===== config.mk =====
export PLATFORM = sky130hd
export DESIGN_NAME = i2cm_fifo_irq
export DESIGN_NICKNAME = d
export VERILOG_FILES = /design/src/rtl/i2cm_fifo_pkg.sv /design/src/rtl/i2cm_byte_fifo.sv /design/src/rtl/i2cm_irq_merge.sv /design/src/rtl/i2cm_fifo_irq.sv
export SDC_FILE = /design/constraint.sdc
export NUM_CORES = 1
export LEC_CHECK = 0
export ABC_AREA = 1
export BUFFER_PORTS_ARGS = -buffer_cell sky130_fd_sc_hd__buf_4
export CAP_MARGIN = 20
export CORE_MARGIN = 8
export CORE_UTILIZATION = 55
export CTS_CLUSTER_DIAMETER = 200
export DETAILED_ROUTE_END_ITERATION = 8
export GPL_TIMING_DRIVEN = 1
export HOLD_SLACK_MARGIN = 0.12
export PLACE_DENSITY = 0.73
export REMOVE_ABC_BUFFERS = 1
export SYNTH_ARGS = -nofsm -noshare
export SYNTH_HDL_FRONTEND = slang
export SYNTH_HIERARCHICAL = 1
export SYNTH_SLANG_ARGS = --single-unit
export TNS_END_PERCENT = 100

===== constraint.sdc =====
create_clock -name clk -period 3 [get_ports clk]
set_clock_uncertainty 0.05 [all_clocks]
set_input_delay 0.6 -clock clk [delete_from_list [all_inputs] [get_ports clk]]
set_output_delay 0.6 -clock clk [all_outputs]
set_load 0.01 [all_outputs]

===== src/rtl/i2cm_fifo_pkg.sv =====
package i2cm_fifo_pkg;
    localparam int BYTE_W   = 8;
    localparam int LVL_W    = 4;
    localparam int REG_W    = 32;
    // control bit positions decoded by software
    localparam int RXLVL_LSB = 16;
    localparam int TXLVL_LSB = 12;
    localparam int RXIE_BIT  = 10;
    localparam int TXIE_BIT  = 9;
    localparam int GIE_BIT   = 1;
    localparam int FLUSH_BIT = 0;

    typedef struct packed {
        logic [LVL_W-1:0] rx_lvl;
        logic [LVL_W-1:0] tx_lvl;
        logic             rx_ie;
        logic             tx_ie;
        logic             gie;
    } irq_cfg_t;

    function automatic irq_cfg_t decode_cfg(input logic [REG_W-1:0] w);
        irq_cfg_t c;
        c.rx_lvl = w[RXLVL_LSB +: LVL_W];
        c.tx_lvl = w[TXLVL_LSB +: LVL_W];
        c.rx_ie  = w[RXIE_BIT];
        c.tx_ie  = w[TXIE_BIT];
        c.gie    = w[GIE_BIT];
        return c;
    endfunction
endpackage


===== src/rtl/i2cm_byte_fifo.sv =====
module i2cm_byte_fifo #(
    parameter int DEPTH = 16,
    parameter int W     = 8,
    localparam int PTR_W = $clog2(DEPTH),
    localparam int CNT_W = $clog2(DEPTH + 1)
) (
    input  logic             clk,
    input  logic             rst,
    input  logic             flush,
    input  logic             push,
    input  logic [W-1:0]     pdata,
    input  logic             pop,
    output logic [W-1:0]     head,
    output logic [CNT_W-1:0] count,
    output logic             full,
    output logic             empty
);
    logic [W-1:0]     mem [DEPTH];
    logic [PTR_W-1:0] wr_ptr, rd_ptr;
    logic             push_ok, pop_ok;

    function automatic logic [PTR_W-1:0] bump(input logic [PTR_W-1:0] p);
        return (p == PTR_W'(DEPTH - 1)) ? '0 : p + 1'b1;
    endfunction

    assign full    = (count == CNT_W'(DEPTH));
    assign empty   = (count == '0);
    assign push_ok = push && !full;
    assign pop_ok  = pop && !empty;
    assign head    = empty ? '0 : mem[rd_ptr];

    always_ff @(posedge clk) begin
        if (rst || flush) begin
            wr_ptr <= '0;
            rd_ptr <= '0;
            count  <= '0;
        end else begin
            if (push_ok) wr_ptr <= bump(wr_ptr);
            if (pop_ok)  rd_ptr <= bump(rd_ptr);
            count <= count + CNT_W'(push_ok) - CNT_W'(pop_ok);
        end
    end

    always_ff @(posedge clk) begin
        if (!rst && !flush && push_ok) mem[wr_ptr] <= pdata;
    end
endmodule


===== src/rtl/i2cm_irq_merge.sv =====
module i2cm_irq_merge
    import i2cm_fifo_pkg::*;
#(
    parameter int CNT_W = 5
) (
    input  logic             clk,
    input  logic             rst,
    input  irq_cfg_t         cfg,
    input  logic [CNT_W-1:0] tx_count,
    input  logic [CNT_W-1:0] rx_count,
    input  logic             done_set,
    input  logic             done_clr,
    output logic             pending,
    output logic             irq
);
    logic done_flag;
    logic rx_hit, tx_hit;

    always_ff @(posedge clk) begin
        if (rst)           done_flag <= 1'b0;
        else if (done_set) done_flag <= 1'b1;
        else if (done_clr) done_flag <= 1'b0;
    end

    assign rx_hit  = cfg.rx_ie && (rx_count >= CNT_W'(cfg.rx_lvl));
    assign tx_hit  = cfg.tx_ie && (tx_count <= CNT_W'(cfg.tx_lvl));
    assign pending = done_flag || rx_hit || tx_hit;
    assign irq     = cfg.gie && pending;
endmodule


===== src/rtl/i2cm_fifo_irq.sv =====
module i2cm_fifo_irq
    import i2cm_fifo_pkg::*;
#(
    parameter int DEPTH = 16,
    localparam int CNT_W = $clog2(DEPTH + 1)
) (
    input  logic              clk,
    input  logic              rst,
    input  logic              cfg_we,
    input  logic [REG_W-1:0]  cfg_wdata,
    input  logic              flush_we,
    input  logic [REG_W-1:0]  flush_wdata,
    input  logic              tx_wr,
    input  logic [BYTE_W-1:0] tx_wdata,
    input  logic              tx_pop,
    output logic [BYTE_W-1:0] tx_rdata,
    input  logic              rx_push,
    input  logic [BYTE_W-1:0] rx_pdata,
    input  logic              rx_rd,
    output logic [BYTE_W-1:0] rx_rdata,
    input  logic              done_evt,
    input  logic              done_ack,
    output logic [CNT_W-1:0]  tx_level,
    output logic [CNT_W-1:0]  rx_level,
    output logic [4:0]        stat,
    output logic              irq
);
    irq_cfg_t cfg_q;
    logic     flush;
    logic     tx_full, tx_empty, rx_full, rx_empty, pending;

    assign flush = flush_we && flush_wdata[FLUSH_BIT];

    always_ff @(posedge clk) begin
        if (rst)         cfg_q <= '0;
        else if (cfg_we) cfg_q <= decode_cfg(cfg_wdata);
    end

    i2cm_byte_fifo #(.DEPTH(DEPTH), .W(BYTE_W)) u_txq (
        .clk(clk), .rst(rst), .flush(flush),
        .push(tx_wr), .pdata(tx_wdata), .pop(tx_pop),
        .head(tx_rdata), .count(tx_level), .full(tx_full), .empty(tx_empty)
    );

    i2cm_byte_fifo #(.DEPTH(DEPTH), .W(BYTE_W)) u_rxq (
        .clk(clk), .rst(rst), .flush(flush),
        .push(rx_push), .pdata(rx_pdata), .pop(rx_rd),
        .head(rx_rdata), .count(rx_level), .full(rx_full), .empty(rx_empty)
    );

    i2cm_irq_merge #(.CNT_W(CNT_W)) u_irq (
        .clk(clk), .rst(rst), .cfg(cfg_q),
        .tx_count(tx_level), .rx_count(rx_level),
        .done_set(done_evt), .done_clr(done_ack),
        .pending(pending), .irq(irq)
    );

    assign stat = {tx_full, rx_empty, pending, 2'b00};
endmodule


-- After elaboration in Yosys (flattened, before gate mapping)
Memory sizes are Yosys's and may differ from the RTL's. A register that Yosys moved wholly into a read port is not among the register bits.
Cells that the tools add are included.
- flip-flop bits (word level): 38
- latch bits: 0
- RAM bits: 256
- bits in read-only memories: 0
- input bits: 90
- output and inout bits: 32
- memories: 2
- memory list (name ; depth ; bits a word ; rd ports ; clocked after Yosys merged registers in ; wr ports ; RTL line ; RTL):
    u_rxq.mem ; 16 ; 8 ; 1 ; 1 ; 1 ; i2cm_byte_fifo.sv:18 ; logic [W-1:0] mem [DEPTH];
    u_txq.mem ; 16 ; 8 ; 1 ; 1 ; 1 ; i2cm_byte_fifo.sv:18 ;
- $add $sub $neg: 8
- $mul: 0
- div/mod/pow operators: 0
- magnitude comparators: 2
- equality and inequality tests: 6
- shifts and indexed selects: 0
- multiplexer cells: 16
- bitwise operators: 0
- reductions and logical operators: 23
- operators with widths (operator ; count):
    4-bit two-way mux ; 8
    4-bit by 1-bit adder with 4-bit output, second input constant ; 4
    4-bit equality test, second input constant ; 4
    8-bit two-way mux ; 2
    1-bit logical AND ; 11
    5-bit by 1-bit adder with 5-bit output ; 2
    5-bit equality test, second input constant ; 2
    5-bit zero test ; 2
    5-bit by 1-bit subtractor with 5-bit output ; 2
    1-bit zero test ; 6
    1-bit two-way mux ; 6
    5-bit by 4-bit >= comparator with 1-bit output ; 1
    5-bit by 4-bit less-or-equal comparator with 1-bit output ; 1
    1-bit logical OR ; 3
    2-bit nonzero test ; 1

-- Longest topological paths before layout
Gate-level depths: netlist of run 1.
- word-level depth: 6
- gate-level depth with buffers: 13
- mapped depth without buffers: 13

-- By module
Netlist of run 1, hierarchy kept.
- by module, submodules not included (module ; times used ; cells an instance ; area each (µm²)):
    i2cm_byte_fifo at u_rxq ; 1 ; 557 ; 6139.6
    i2cm_byte_fifo at u_txq ; 1 ; 555 ; 6112.1
    i2cm_fifo_irq ; 1 ; 78 ; 506.7
    i2cm_irq_merge ; 1 ; 51 ; 297.8

-- Worst setup path after synthesis of run 1
OpenSTA, ideal clock, no wires.
- path kind: register -> register
- start: reg u_txq.count[2]
- end: reg u_txq.count[4]
- library setup time: 0.122 ns
- arrival time: 2.230 ns
- data required time: 2.828 ns
- setup slack: 0.598 ns
- cell stages (with the launch flop): 13
- cells stage by stage: dfxtp_1 > inv_1 > ha_1 > nand4_1 > nand2_1 > ha_1 > inv_1 > ha_1 > fa_1 > a21oi_1 > o21bai_1 > o21ai_0 > a21oi_1
- word-level cells in the longest chain between the ends: 5
- ends and longest elaborated chain (item ; RTL line ; RTL):
    start: declaration ; i2cm_byte_fifo.sv:14 ; output logic [CNT_W-1:0] count,
    start signal: assignment ; i2cm_byte_fifo.sv:40 ; count <= count + CNT_W'(push_ok) - CNT_W'(pop_ok);
    5-bit equality test ; i2cm_byte_fifo.sv:26 ; assign full = (count == CNT_W'(DEPTH));
    1-bit zero test ; i2cm_byte_fifo.sv:28 ; assign push_ok = push && !full;
    1-bit logical AND ; i2cm_byte_fifo.sv:28 ;
    5-bit by 1-bit adder with 5-bit output ; i2cm_byte_fifo.sv:40 ;
    5-bit by 1-bit subtractor with 5-bit output (*) ; i2cm_byte_fifo.sv:40 ;
Every way passes the cells marked *; elsewhere a longest branch is shown, timed or not.
A chain may end at the register's enable or synchronous reset.

==> run_summary.xml, run 1 <==
<?xml version="1.0" encoding="UTF-8"?>
<metrics>
  <group name="global_route">
    <metric name="grt_first_pass_wirelength" unit="mm">44.3</metric>
    <metric name="grtUsageTotal" unit="%">19.4</metric>
    <metric name="vias_in_the_first_global_route" unit="">8645</metric>
    <metric name="grt_antenna_before_repair" unit="">0</metric>
    <metric name="grt_max_degree" unit="">65</metric>
    <metric name="grt_remaining_overflow" unit="">0</metric>
  </group>
  <group name="floorplan">
    <metric name="core.rowCount" unit="">56</metric>
    <metric name="core" unit="mm^2">0.0234</metric>
    <metric name="pin_count" unit="">122</metric>
    <metric name="initial_utilization" unit="%">55.8</metric>
    <metric name="chipHeight" unit="um">170</metric>
    <metric name="die_area" unit="mm^2">0.0289</metric>
    <metric name="die-width" unit="um">170</metric>
  </group>
  <group name="route">
    <metric name="m1WireLength" unit="mm">11.1</metric>
    <metric name="wl_per_cell" unit="um">16.5</metric>
    <metric name="detailroute.via_count" unit="">8823</metric>
    <metric name="met3_layer_wire_length_in_the_routed_design" unit="mm">1.81</metric>
    <metric name="avgViaCountPerCell" unit="">5.26</metric>
    <metric name="top_layer_used" unit="">met4</metric>
    <metric name="firstDrtPassIters" unit="">5</metric>
    <metric name="finalWirelength" unit="mm">27.6</metric>
    <metric name="drcViolationCount" unit="">0</metric>
    <metric name="met2RoutedLength" unit="mm">13.8</metric>
    <metric name="drt_iter0_drc" unit="">859</metric>
    <metric name="ant_nets" unit="">0</metric>
  </group>
  <group name="finish">
    <metric name="layout.cell_area.non_filler" unit="mm^2">0.0150</metric>
    <metric name="num-fill-cells" unit="">1831</metric>
    <metric name="final_net_count" unit="">1455</metric>
    <metric name="layout_common_cells" unit="">403 x nand2_1, 256 x edfxtp_1, 204 x nand3_1</metric>
    <metric name="antennaDiodeCount" unit="">0</metric>
    <metric name="final_common_cell" unit="">nand2_1</metric>
    <metric name="post_route_cells_drive_above_1_share" unit="%">12.3</metric>
    <metric name="layout-area-overhead-vs-synth" unit="%">14.7</metric>
  </group>
  <group name="sta">
    <metric name="setup_viol" unit="">0</metric>
    <metric name="setup-tns-final" unit="ns">0</metric>
    <metric name="fin_crit_share" unit="%">95.1</metric>
    <metric name="number_of_pins_with_negative_max_slew_slack_in_the_final_report" unit="">0</metric>
    <metric name="fin_worst_hold_slack" unit="ns">0.217</metric>
    <metric name="postLayoutSetupSlackWorst" unit="ns">0.147</metric>
    <metric name="timing.final.hold_violations" unit="">0</metric>
    <metric name="timing.fmax" unit="MHz">351</metric>
    <metric name="worst_tran_pin_value" unit="ns">0.712</metric>
    <metric name="timing.final.crit_period" unit="ns">2.85</metric>
    <metric name="rsz0062_at_grt" unit="">false</metric>
    <metric name="relSlewSlack" unit="%">52.4</metric>
  </group>
  <group name="job">
    <metric name="max-cap-violations" unit="">0</metric>
  </group>
  <group name="cts">
    <metric name="clk_root_buffer_cell" unit="">clkbuf_16</metric>
    <metric name="cts_htree_levels" unit="">1</metric>
    <metric name="tritoncts" unit="">yes</metric>
    <metric name="clock-sinks" unit="">302</metric>
    <metric name="clock_insertion_delay_worst_skew" unit="ns">0.55</metric>
    <metric name="cts.clk_slew.worst_paths" unit="ns">0.06</metric>
    <metric name="clockBufferDepth" unit="">3</metric>
    <metric name="cts_inserted_buffers" unit="">30</metric>
  </group>
  <group name="power">
    <metric name="leakagePower" unit="nW">5.88</metric>
    <metric name="power.total" unit="W">0.0115</metric>
    <metric name="worst_ir_drop_vdd" unit="V">0.000750</metric>
    <metric name="power.density_cell_area" unit="mW/mm^2">768</metric>
  </group>
  <group name="worst_setup_path">
    <metric name="startpoint_type" unit="">register</metric>
    <metric name="worst-endpoint-required" unit="ns">2.35</metric>
    <metric name="path_buf_inv" unit="">3</metric>
    <metric name="critical_path_s_top_delay_family" unit="">buffers and inverters</metric>
    <metric name="critical_path_peak_fanout" unit="">11</metric>
    <metric name="worstSetupPathType" unit="">register to output pin</metric>
    <metric name="cp_slowest_cell" unit="">dfxtp_1</metric>
    <metric name="crit_path_end_kind" unit="">output pin</metric>
    <metric name="crit_arrival" unit="ns">2.20</metric>
    <metric name="worst_path_largest_cell_delay" unit="ns">0.48</metric>
    <metric name="timing.critical_path.cells" unit="">clkinvlp_4 -&gt; buf_12 -&gt; nand3_1 -&gt; nand3_1 -&gt; nand2_1 -&gt; nand2_1 -&gt; a21oi_1 -&gt; buf_4</metric>
  </group>
  <group name="yosys">
    <metric name="mappedNetlistArea" unit="mm^2">0.0131</metric>
    <metric name="post_synth.cell_area_avg" unit="um^2">10.5</metric>
    <metric name="synthesis.instances" unit="">1240</metric>
    <metric name="yosys_warnings" unit="">6</metric>
  </group>
  <group name="place">
    <metric name="post-dp-hpwl" unit="mm">17.4</metric>
    <metric name="dpl_cell_area" unit="mm^2">0.0139</metric>
    <metric name="place.port_buffers" unit="">67</metric>
    <metric name="gp_routability_congestion" unit="">0.885</metric>
    <metric name="post-place-ws" unit="ns">0.393</metric>
  </group>
  <group name="hold_path">
    <metric name="hp-class" unit="">primary input to register</metric>
  </group>
  <group name="outcome">
    <metric name="status" unit="">finished clean</metric>
  </group>
</metrics>
report_power, final:
group          switching (W)  internal (W)  total (W)
Clock                0.00147       0.00222    0.00369
Sequential          0.000125       0.00469    0.00481
Combinational        0.00187       0.00112    0.00299
per-layer routing:
layer  up-vias  global-route usage, %
li1       4363                      -
met1      4091                   23.7
met2       296                   34.0
met3        73                   3.17
met4         0                   7.06
met5         -                      0
state kept, by name (all words and copies together), names as in the netlist, named ones only:
signal,cells
u_txq/count,5
u_rxq/rd_ptr,4
u_txq/rd_ptr,4
u_rxq/wr_ptr,4
u_rxq/count,5
cfg_q,11
u_txq/mem,128
u_rxq/mem,128
u_irq/done_flag,1
u_txq/wr_ptr,4
area by class of cell:
cell class,count,area (um^2),share of cell area [%]
clock buffer,40,810,5.41
multi-input combinational,793,3670,24.5
sequential,302,8610,57.5
timing repair inverter,2,15.0,0.100
inverter,90,350,2.34
tap,319,399,2.67
clock inverter,16,170,1.14
timing repair buffer,114,943,6.30
worst paths after layout:
check | to | from | slack, ns | cells after the start
max | tx_rdata[2] | register | 0.15 | 8
min | u_irq/done_flag$_SDFFE_PP0P_ | done_evt | 0.22 | 3
max reg2reg | u_txq/count[4]$_SDFF_PP0_ | u_txq/count[2]$_SDFF_PP0_ | 0.37 | 13
min reg2reg | cfg_q[9]$_SDFFE_PP0P_ | cfg_q[9]$_SDFFE_PP0P_ | 0.42 | 2
worst reg2reg max path: cells and delay by family, from the launching register on:
kind	cells	cell delay [ns]
flops	1	0.33
compound gates	4	0.50
fa+ha+maj	4	1.12
simple gates	2	0.27
buf+inv	3	0.26
repair_timing:
item / in CTS / in global routing
hold buffers: 0 / 0
gates cloned: 2 / 0
resized for setup: 4 / 4
pin swaps: 0 / 0
endpoints found under the setup margin: 15 / 15
buffers inserted: 2 / 4
metrics by stage:
step           utilization [%]  instances
2_1_floorplan                -       1185
3_3_place_gp              59.3       1612
3_5_place_dp              59.3       1612
4_1_cts                   63.7       1672
5_1_grt                   64.0       1676
6_report                  64.0       1676
(Power assumes the default switching activity.)
==> inputs of run 2 (changes only) <==
Settings changed: PLACE_DENSITY 0.73 to 0.75.
==> run 2 against run 1 <==
Combinational power decreased by 2%. Via count decreased by 0.61%. Clock-buffer cell count decreased by 2. Sequential share of layout area increased by 0.17 points. Cell count about the same. Maximum frequency increased by 0.50%. First-iteration DRC count decreased by 30%. Largest cell class unchanged.
==> run_summary.xml, run 2 (synthesis results as in run 1) <==
<?xml version="1.0" encoding="UTF-8"?>
<metrics>
  <group name="route">
    <metric name="drcViolationCount" unit="">0</metric>
    <metric name="ant_nets" unit="">0</metric>
    <metric name="wl_per_cell" unit="um">16.0</metric>
    <metric name="firstDrtPassIters" unit="">5</metric>
    <metric name="avgViaCountPerCell" unit="">5.24</metric>
    <metric name="met2RoutedLength" unit="mm">13.2</metric>
    <metric name="detailroute.via_count" unit="">8769</metric>
    <metric name="finalWirelength" unit="mm">26.9</metric>
    <metric name="met3_layer_wire_length_in_the_routed_design" unit="mm">1.78</metric>
    <metric name="top_layer_used" unit="">met4</metric>
    <metric name="drt_iter0_drc" unit="">605</metric>
    <metric name="m1WireLength" unit="mm">11.0</metric>
  </group>
  <group name="worst_setup_path">
    <metric name="worst_path_largest_cell_delay" unit="ns">0.50</metric>
    <metric name="critical_path_s_top_delay_family" unit="">flip-flops</metric>
    <metric name="crit_arrival" unit="ns">2.19</metric>
    <metric name="path_buf_inv" unit="">2</metric>
    <metric name="cp_slowest_cell" unit="">dfxtp_4</metric>
    <metric name="worst-endpoint-required" unit="ns">2.35</metric>
    <metric name="crit_path_end_kind" unit="">output pin</metric>
    <metric name="critical_path_peak_fanout" unit="">32</metric>
    <metric name="startpoint_type" unit="">register</metric>
    <metric name="worstSetupPathType" unit="">register to output pin</metric>
    <metric name="timing.critical_path.cells" unit="">buf_6 -&gt; nand2_1 -&gt; nand3_1 -&gt; nand3_1 -&gt; nand2_1 -&gt; nand2_1 -&gt; a21oi_1 -&gt; buf_4</metric>
    <metric name="crit_path_frequent_cell" unit="">nand2_1</metric>
  </group>
  <group name="finish">
    <metric name="post_route_cells_drive_above_1_share" unit="%">12.6</metric>
    <metric name="layout.cell_area.non_filler" unit="mm^2">0.0149</metric>
    <metric name="final_core_utilization" unit="%">63.8</metric>
    <metric name="layout_common_cells" unit="">403 x nand2_1, 256 x edfxtp_1, 204 x nand3_1</metric>
    <metric name="largest_registers" unit="">u_rxq/mem (128), u_txq/mem (128), cfg_q (11)</metric>
    <metric name="final-seq-area" unit="mm^2">0.00861</metric>
    <metric name="final_net_count" unit="">1454</metric>
    <metric name="layout-area-overhead-vs-synth" unit="%">14.4</metric>
    <metric name="multi_input_area" unit="mm^2">0.00367</metric>
    <metric name="num-fill-cells" unit="">1830</metric>
    <metric name="final_common_cell" unit="">nand2_1</metric>
    <metric name="antennaDiodeCount" unit="">0</metric>
  </group>
  <group name="floorplan">
    <metric name="die-width" unit="um">170</metric>
    <metric name="pin_count" unit="">122</metric>
    <metric name="core" unit="mm^2">0.0234</metric>
    <metric name="chipHeight" unit="um">170</metric>
    <metric name="initial_utilization" unit="%">55.8</metric>
    <metric name="core.rowCount" unit="">56</metric>
    <metric name="die_area" unit="mm^2">0.0289</metric>
  </group>
  <group name="place">
    <metric name="place.port_buffers" unit="">67</metric>
    <metric name="dpl_cell_area" unit="mm^2">0.0138</metric>
    <metric name="post-place-ws" unit="ns">0.391</metric>
    <metric name="post-dp-hpwl" unit="mm">17.4</metric>
    <metric name="gp_routability_congestion" unit="">0.930</metric>
  </group>
  <group name="sta">
    <metric name="timing.final.hold_violations" unit="">0</metric>
    <metric name="worst_tran_pin_value" unit="ns">0.741</metric>
    <metric name="setup-tns-final" unit="ns">0</metric>
    <metric name="setup_viol" unit="">0</metric>
    <metric name="timing.final.crit_period" unit="ns">2.84</metric>
    <metric name="relSlewSlack" unit="%">50.4</metric>
    <metric name="rsz0062_at_grt" unit="">false</metric>
    <metric name="fin_worst_hold_slack" unit="ns">0.205</metric>
    <metric name="postLayoutSetupSlackWorst" unit="ns">0.161</metric>
    <metric name="timing.fmax" unit="MHz">352</metric>
    <metric name="number_of_pins_with_negative_max_slew_slack_in_the_final_report" unit="">0</metric>
    <metric name="fin_crit_share" unit="%">94.6</metric>
  </group>
  <group name="global_route">
    <metric name="vias_in_the_first_global_route" unit="">8458</metric>
    <metric name="grt_remaining_overflow" unit="">0</metric>
    <metric name="grtUsageTotal" unit="%">18.6</metric>
    <metric name="grt_antenna_before_repair" unit="">0</metric>
    <metric name="grt_first_pass_wirelength" unit="mm">43.0</metric>
    <metric name="grt_max_degree" unit="">65</metric>
  </group>
  <group name="outcome">
    <metric name="status" unit="">finished clean</metric>
  </group>
  <group name="cts">
    <metric name="cts_htree_levels" unit="">1</metric>
    <metric name="clock_insertion_delay_worst_skew" unit="ns">0.55</metric>
    <metric name="tritoncts" unit="">yes</metric>
    <metric name="cts_inserted_buffers" unit="">31</metric>
    <metric name="cts.clk_slew.worst_paths" unit="ns">0.06</metric>
    <metric name="clockBufferDepth" unit="">3</metric>
    <metric name="clock-sinks" unit="">302</metric>
    <metric name="clk_root_buffer_cell" unit="">clkbuf_16</metric>
  </group>
  <group name="power">
    <metric name="power.density_cell_area" unit="mW/mm^2">767</metric>
    <metric name="leakagePower" unit="nW">5.87</metric>
    <metric name="worst_ir_drop_vdd" unit="V">0.000710</metric>
  </group>
  <group name="hold_path">
    <metric name="hp-class" unit="">primary input to register</metric>
  </group>
  <group name="job">
    <metric name="max-cap-violations" unit="">0</metric>
  </group>
</metrics>
run 2: changes by cell type in the layout (fill, tap and decap cells not counted), sizes merged:
cell      previous run  this run
clkinv              13        16
buf                114       112
clkbuf              40        38
bufinv               4         3
clkinvlp             5         6
run 2: routing by layer:
metal  vias up  GRT usage (%)
li1       4358              -
met2       293           32.4
met4         0           6.75
met5         -              0
met1      4050           23.4
met3        68           2.78
run 2: worst min-delay path, stage by stage:
cell and delay (ns):
buf_4 0.08, a21oi_1 0.03, nor2_1 0.06
run 2: worst paths after layout:
| check | startpoint | end | slack [ns] | depth (start not counted) |
|---|---|---|---|---|
| min | done_evt | u_irq/done_flag$_SDFFE_PP0P_ | 0.21 | 3 |
| max reg2reg | u_rxq/count[3]$_SDFF_PP0_ | u_rxq/count[4]$_SDFF_PP0_ | 0.35 | 12 |
| max | register | tx_rdata[3] | 0.16 | 8 |
| min reg2reg | cfg_q[6]$_SDFFE_PP0P_ | cfg_q[6]$_SDFFE_PP0P_ | 0.42 | 2 |
run 2: what timing repair did:
action / CTS / global route
hold buffers: 0 / 0
buffers inserted: 2 / 4
gates resized for setup: 5 / 6
gates cloned: 2 / 0
setup endpoints to repair: 14 / 16
hold endpoints to repair: 0 / 0
pin swaps: 0 / 0
run 2: layout make-up:
class                           instances  share of cell area (%)
Inverter                               90                    2.32
Clock buffer                           38                    5.57
Multi-Input combinational cell        793                    24.6
Sequential cell                       302                    57.7
Clock inverter                         19                    1.13
Timing Repair inverter                  2                   0.101
Tap cell                              319                    2.67
Timing Repair Buffer                  112                    5.93
run 2: report_power, final:
part / internal [W] / total [W] / switching (W) / leakage [nW]
combinational: 0.00109 / 0.00292 / 0.00183 / 2.70
sequential: 0.00469 / 0.00483 / 0.000143 / 2.68
clock: 0.00221 / 0.00370 / 0.00149 / 0.488
run 2: per-stage QoR:
stage,std cells,total power [W]
global placement,1610,0.00763
detailed placement,1610,0.00773
finish,1675,0.0114
global route,1675,0.0121
floorplan,1185,0.00662
CTS,1671,0.0115
==> inputs of run 3 (changes only) <==
Settings changed: ABC_AREA 1 to 0.
==> run 3 against run 2 <==
Die area fell by 3.8%. First-iteration DRC count fell by 13%. Clock-buffer cell count rose by 5. Critical path type unchanged. Area after synthesis fell by 4.2%. Design area fell by 1.3%. Wire length fell by 7.3%. Largest cell class unchanged. Worst hold slack improved by 0.020 ns. Clock power fell by 2%.
==> run_summary.xml, run 3 <==
<?xml version="1.0" encoding="UTF-8"?>
<metrics>
  <group name="cts">
    <metric name="clock-sinks" unit="">302</metric>
    <metric name="cts_hold_buf" unit="">0</metric>
    <metric name="cts.clk_slew.worst_paths" unit="ns">0.06</metric>
    <metric name="clk_root_buffer_cell" unit="">clkbuf_16</metric>
    <metric name="tritoncts" unit="">yes</metric>
    <metric name="cts_inserted_buffers" unit="">29</metric>
    <metric name="cts_htree_levels" unit="">1</metric>
    <metric name="clock_insertion_delay_worst_skew" unit="ns">0.55</metric>
    <metric name="clockBufferDepth" unit="">3</metric>
  </group>
  <group name="place">
    <metric name="gp_routability_congestion" unit="">0.790</metric>
    <metric name="dpl.cell_count" unit="">1075</metric>
    <metric name="post-dp-hpwl" unit="mm">16.1</metric>
    <metric name="place.port_buffers" unit="">67</metric>
  </group>
  <group name="floorplan">
    <metric name="die_area" unit="mm^2">0.0278</metric>
    <metric name="core" unit="mm^2">0.0225</metric>
    <metric name="initial_utilization" unit="%">55.6</metric>
    <metric name="die-width" unit="um">167</metric>
    <metric name="pin_count" unit="">122</metric>
    <metric name="chipHeight" unit="um">167</metric>
    <metric name="core.rowCount" unit="">55</metric>
  </group>
  <group name="sta">
    <metric name="rsz0062_at_grt" unit="">true</metric>
    <metric name="timing.final.hold_violations" unit="">0</metric>
    <metric name="setup_viol" unit="">0</metric>
    <metric name="relSlewSlack" unit="%">32.8</metric>
    <metric name="worst_tran_pin_value" unit="ns">1.01</metric>
    <metric name="fin_crit_share" unit="%">98.3</metric>
    <metric name="fin_worst_hold_slack" unit="ns">0.225</metric>
    <metric name="number_of_pins_with_negative_max_slew_slack_in_the_final_report" unit="">0</metric>
    <metric name="timing.fmax" unit="MHz">339</metric>
    <metric name="timing.final.crit_period" unit="ns">2.95</metric>
  </group>
  <group name="route">
    <metric name="detailroute.via_count" unit="">6737</metric>
    <metric name="firstDrtPassIters" unit="">4</metric>
    <metric name="finalWirelength" unit="mm">24.9</metric>
    <metric name="drcViolationCount" unit="">0</metric>
    <metric name="avgViaCountPerCell" unit="">5.93</metric>
    <metric name="ant_nets" unit="">0</metric>
    <metric name="wl_per_cell" unit="um">21.9</metric>
    <metric name="drt_iter0_drc" unit="">526</metric>
  </group>
  <group name="global_route">
    <metric name="grt_remaining_overflow" unit="">0</metric>
    <metric name="grt_first_pass_wirelength" unit="mm">39.3</metric>
    <metric name="grtUsageTotal" unit="%">17.8</metric>
    <metric name="grt_antenna_before_repair" unit="">0</metric>
    <metric name="grt_max_degree" unit="">33</metric>
    <metric name="vias_in_the_first_global_route" unit="">7101</metric>
  </group>
  <group name="worst_setup_path">
    <metric name="startpoint_type" unit="">register</metric>
    <metric name="r2r_slack" unit="ns">0.20</metric>
    <metric name="rr_startpoint" unit="">u_rxq/count[3]$_SDFF_PP0_</metric>
    <metric name="crit_path_end_kind" unit="">output pin</metric>
    <metric name="rr_worst_depth" unit="">13</metric>
    <metric name="worst-endpoint-required" unit="ns">2.35</metric>
    <metric name="setup.worst_path.end" unit="">tx_rdata[2]</metric>
    <metric name="worstSetupPathType" unit="">register to output pin</metric>
    <metric name="critical_path_peak_fanout" unit="">7</metric>
    <metric name="crit_arrival" unit="ns">2.30</metric>
    <metric name="worst_r2r_endpoint" unit="">u_rxq/count[4]$_SDFF_PP0_</metric>
  </group>
  <group name="finish">
    <metric name="num-fill-cells" unit="">1497</metric>
    <metric name="largest_registers" unit="">u_rxq/mem (128), u_txq/mem (128), cfg_q (11)</metric>
    <metric name="layout-area-overhead-vs-synth" unit="%">17.8</metric>
    <metric name="final_net_count" unit="">951</metric>
    <metric name="post_route_cells_drive_above_1_share" unit="%">30.4</metric>
    <metric name="antennaDiodeCount" unit="">0</metric>
    <metric name="final_common_cell" unit="">edfxtp_1</metric>
    <metric name="finish.cell_count_without_fillers" unit="">1137</metric>
    <metric name="layout_common_cells" unit="">256 x edfxtp_1, 116 x buf_4, 54 x nor2_1</metric>
  </group>
  <group name="yosys">
    <metric name="ys.flop_type" unit="">edfxtp_1</metric>
    <metric name="synth_enable_flop_cells" unit="">256</metric>
    <metric name="yosys-top-cells-count" unit="">256 x edfxtp_1, 54 x nor2_1, 46 x dfxtp_1, 46 x mux4_2, 33 x mux2i_1</metric>
    <metric name="yosys.area.top_type_share" unit="%">61.5</metric>
    <metric name="synthDominantAreaCellType" unit="">edfxtp_1</metric>
    <metric name="yosys_warnings" unit="">6</metric>
    <metric name="synth.ff_latch_count" unit="">302</metric>
    <metric name="synthesis.instances" unit="">714</metric>
    <metric name="mappedNetlistArea" unit="mm^2">0.0125</metric>
    <metric name="post_synthesis_cell_type_count" unit="">49</metric>
    <metric name="yosysMostFrequentCell" unit="">edfxtp_1</metric>
    <metric name="synth_top_cells_by_area" unit="">edfxtp_1 61%, mux4_2 8.3%, dfxtp_1 7.4%</metric>
    <metric name="post_synth.cell_area_avg" unit="um^2">17.5</metric>
    <metric name="synthArstFlopShare" unit="%">0</metric>
    <metric name="synth_seq_area_share" unit="%">68.8</metric>
  </group>
  <group name="power">
    <metric name="netSwitchingPower" unit="W">0.00271</metric>
    <metric name="pwr-share-seq" unit="%">45.2</metric>
    <metric name="clockPowerShare" unit="%">34.1</metric>
    <metric name="power_report.internal_total" unit="W">0.00790</metric>
    <metric name="worst_ir_drop_vdd" unit="V">0.000572</metric>
    <metric name="power.density_cell_area" unit="mW/mm^2">720</metric>
    <metric name="combinationalPowerShare" unit="%">20.6</metric>
    <metric name="leakagePower" unit="nW">5.07</metric>
    <metric name="p_sw_share" unit="%">25.5</metric>
  </group>
  <group name="hold_path">
    <metric name="hp-class" unit="">primary input to register</metric>
    <metric name="timing.hold.worst.start" unit="">done_evt</metric>
  </group>
  <group name="job">
    <metric name="max-cap-violations" unit="">0</metric>
  </group>
  <group name="outcome">
    <metric name="status" unit="">finished clean</metric>
  </group>
</metrics>
-- run 3: final cells by class --
cell class | count | area, um^2 | share of cell area, %
multi-input combinational | 340 | 3620 | 24.6
sequential | 302 | 8620 | 58.5
inverter | 30 | 113 | 0.764
clock buffer | 43 | 818 | 5.55
timing repair buffer | 126 | 1070 | 7.25
clock inverter | 11 | 133 | 0.900
tap | 285 | 357 | 2.42
-- run 3: per-stage QoR --
| step | utilization, % | cell area, um^2 | power [W] | setup TNS, ns | worst slack, ns |
|---|---|---|---|---|---|
| finish | 65.5 | 14700 | 0.0106 | 0 | 0.0508 |
| floorplan | - | 12200 | 0.00604 | -1.87 | -0.705 |
| global route | 65.5 | 14700 | 0.0110 | -0.0105 | -0.0104 |
| CTS | 65.1 | 14600 | 0.0106 | -0.0247 | -0.0236 |
| detailed placement | 60.0 | 13500 | 0.00692 | 0 | 0.132 |
| global placement | 60.0 | 13500 | 0.00683 | 0 | 0.190 |
-- run 3: power by group through the flow --
stage                     clock [W]  sequential, W  combinational, W
after global placement            0        0.00486           0.00197
after floorplan                   0        0.00494           0.00110
after detailed placement          0        0.00487           0.00205
after CTS                   0.00368        0.00479           0.00213
final                       0.00362        0.00480           0.00219
after global routing        0.00385        0.00481           0.00239
-- run 3: worst max-delay path, cell delays in order (launching register included) --
cell      delay (ns)
dfxtp_4         0.44
buf_4           0.14
mux4_2          0.50
nor2b_1         0.15
a211oi_2        0.20
a211oi_1        0.10
buf_4           0.21
-- run 3: cell families (layout without fill, tap and decap cells) --
| family | count (synthesis) | in the layout | synth area share [%] |
|---|---|---|---|
| buffers and inverters | 73 | 210 | 3.24 |
| other | 1 | 2 | 0.0300 |
| AOI/OAI and AO/OA | 68 | 68 | 3.90 |
| xor gates and xnor gates | 8 | 8 | 0.560 |
| DFF | 302 | 302 | 68.8 |
| and+or+nand+nor | 133 | 133 | 5.40 |
| muxes | 97 | 97 | 14.7 |
| adders and majority gates | 32 | 32 | 3.32 |
-- run 3: timing repair --
item | CTS | global route
cloned | 2 | 0
resized for setup | 29 | 24
pin swaps | 8 | 13
setup endpoints to repair | 16 | 18
setup buffers | 4 | 2
-- run 3: how the worst min path moves through the flow --
stage | end | slack [ns] | depth (start not counted)
after floorplan | u_irq/done_flag$_SDFFE_PP0P_ | 0.39 | 2
after CTS | u_irq/done_flag$_SDFFE_PP0P_ | 0.20 | 3
after detailed placement | cfg_q[0]$_SDFFE_PP0P_ | 0.43 | 2
after global placement | u_irq/done_flag$_SDFFE_PP0P_ | 0.41 | 2
final | u_irq/done_flag$_SDFFE_PP0P_ | 0.22 | 3
after global routing | u_irq/done_flag$_SDFFE_PP0P_ | 0.22 | 3
-- run 3: layer usage --
metal,vias to the layer above,part of all wire (%),global-route usage [%]
met5,-,0,0
met4,0,1.3,4.66
met3,29,5.6,2.98
met2,224,50,29.7
met1,3463,43,24.0
li1,3021,-,-
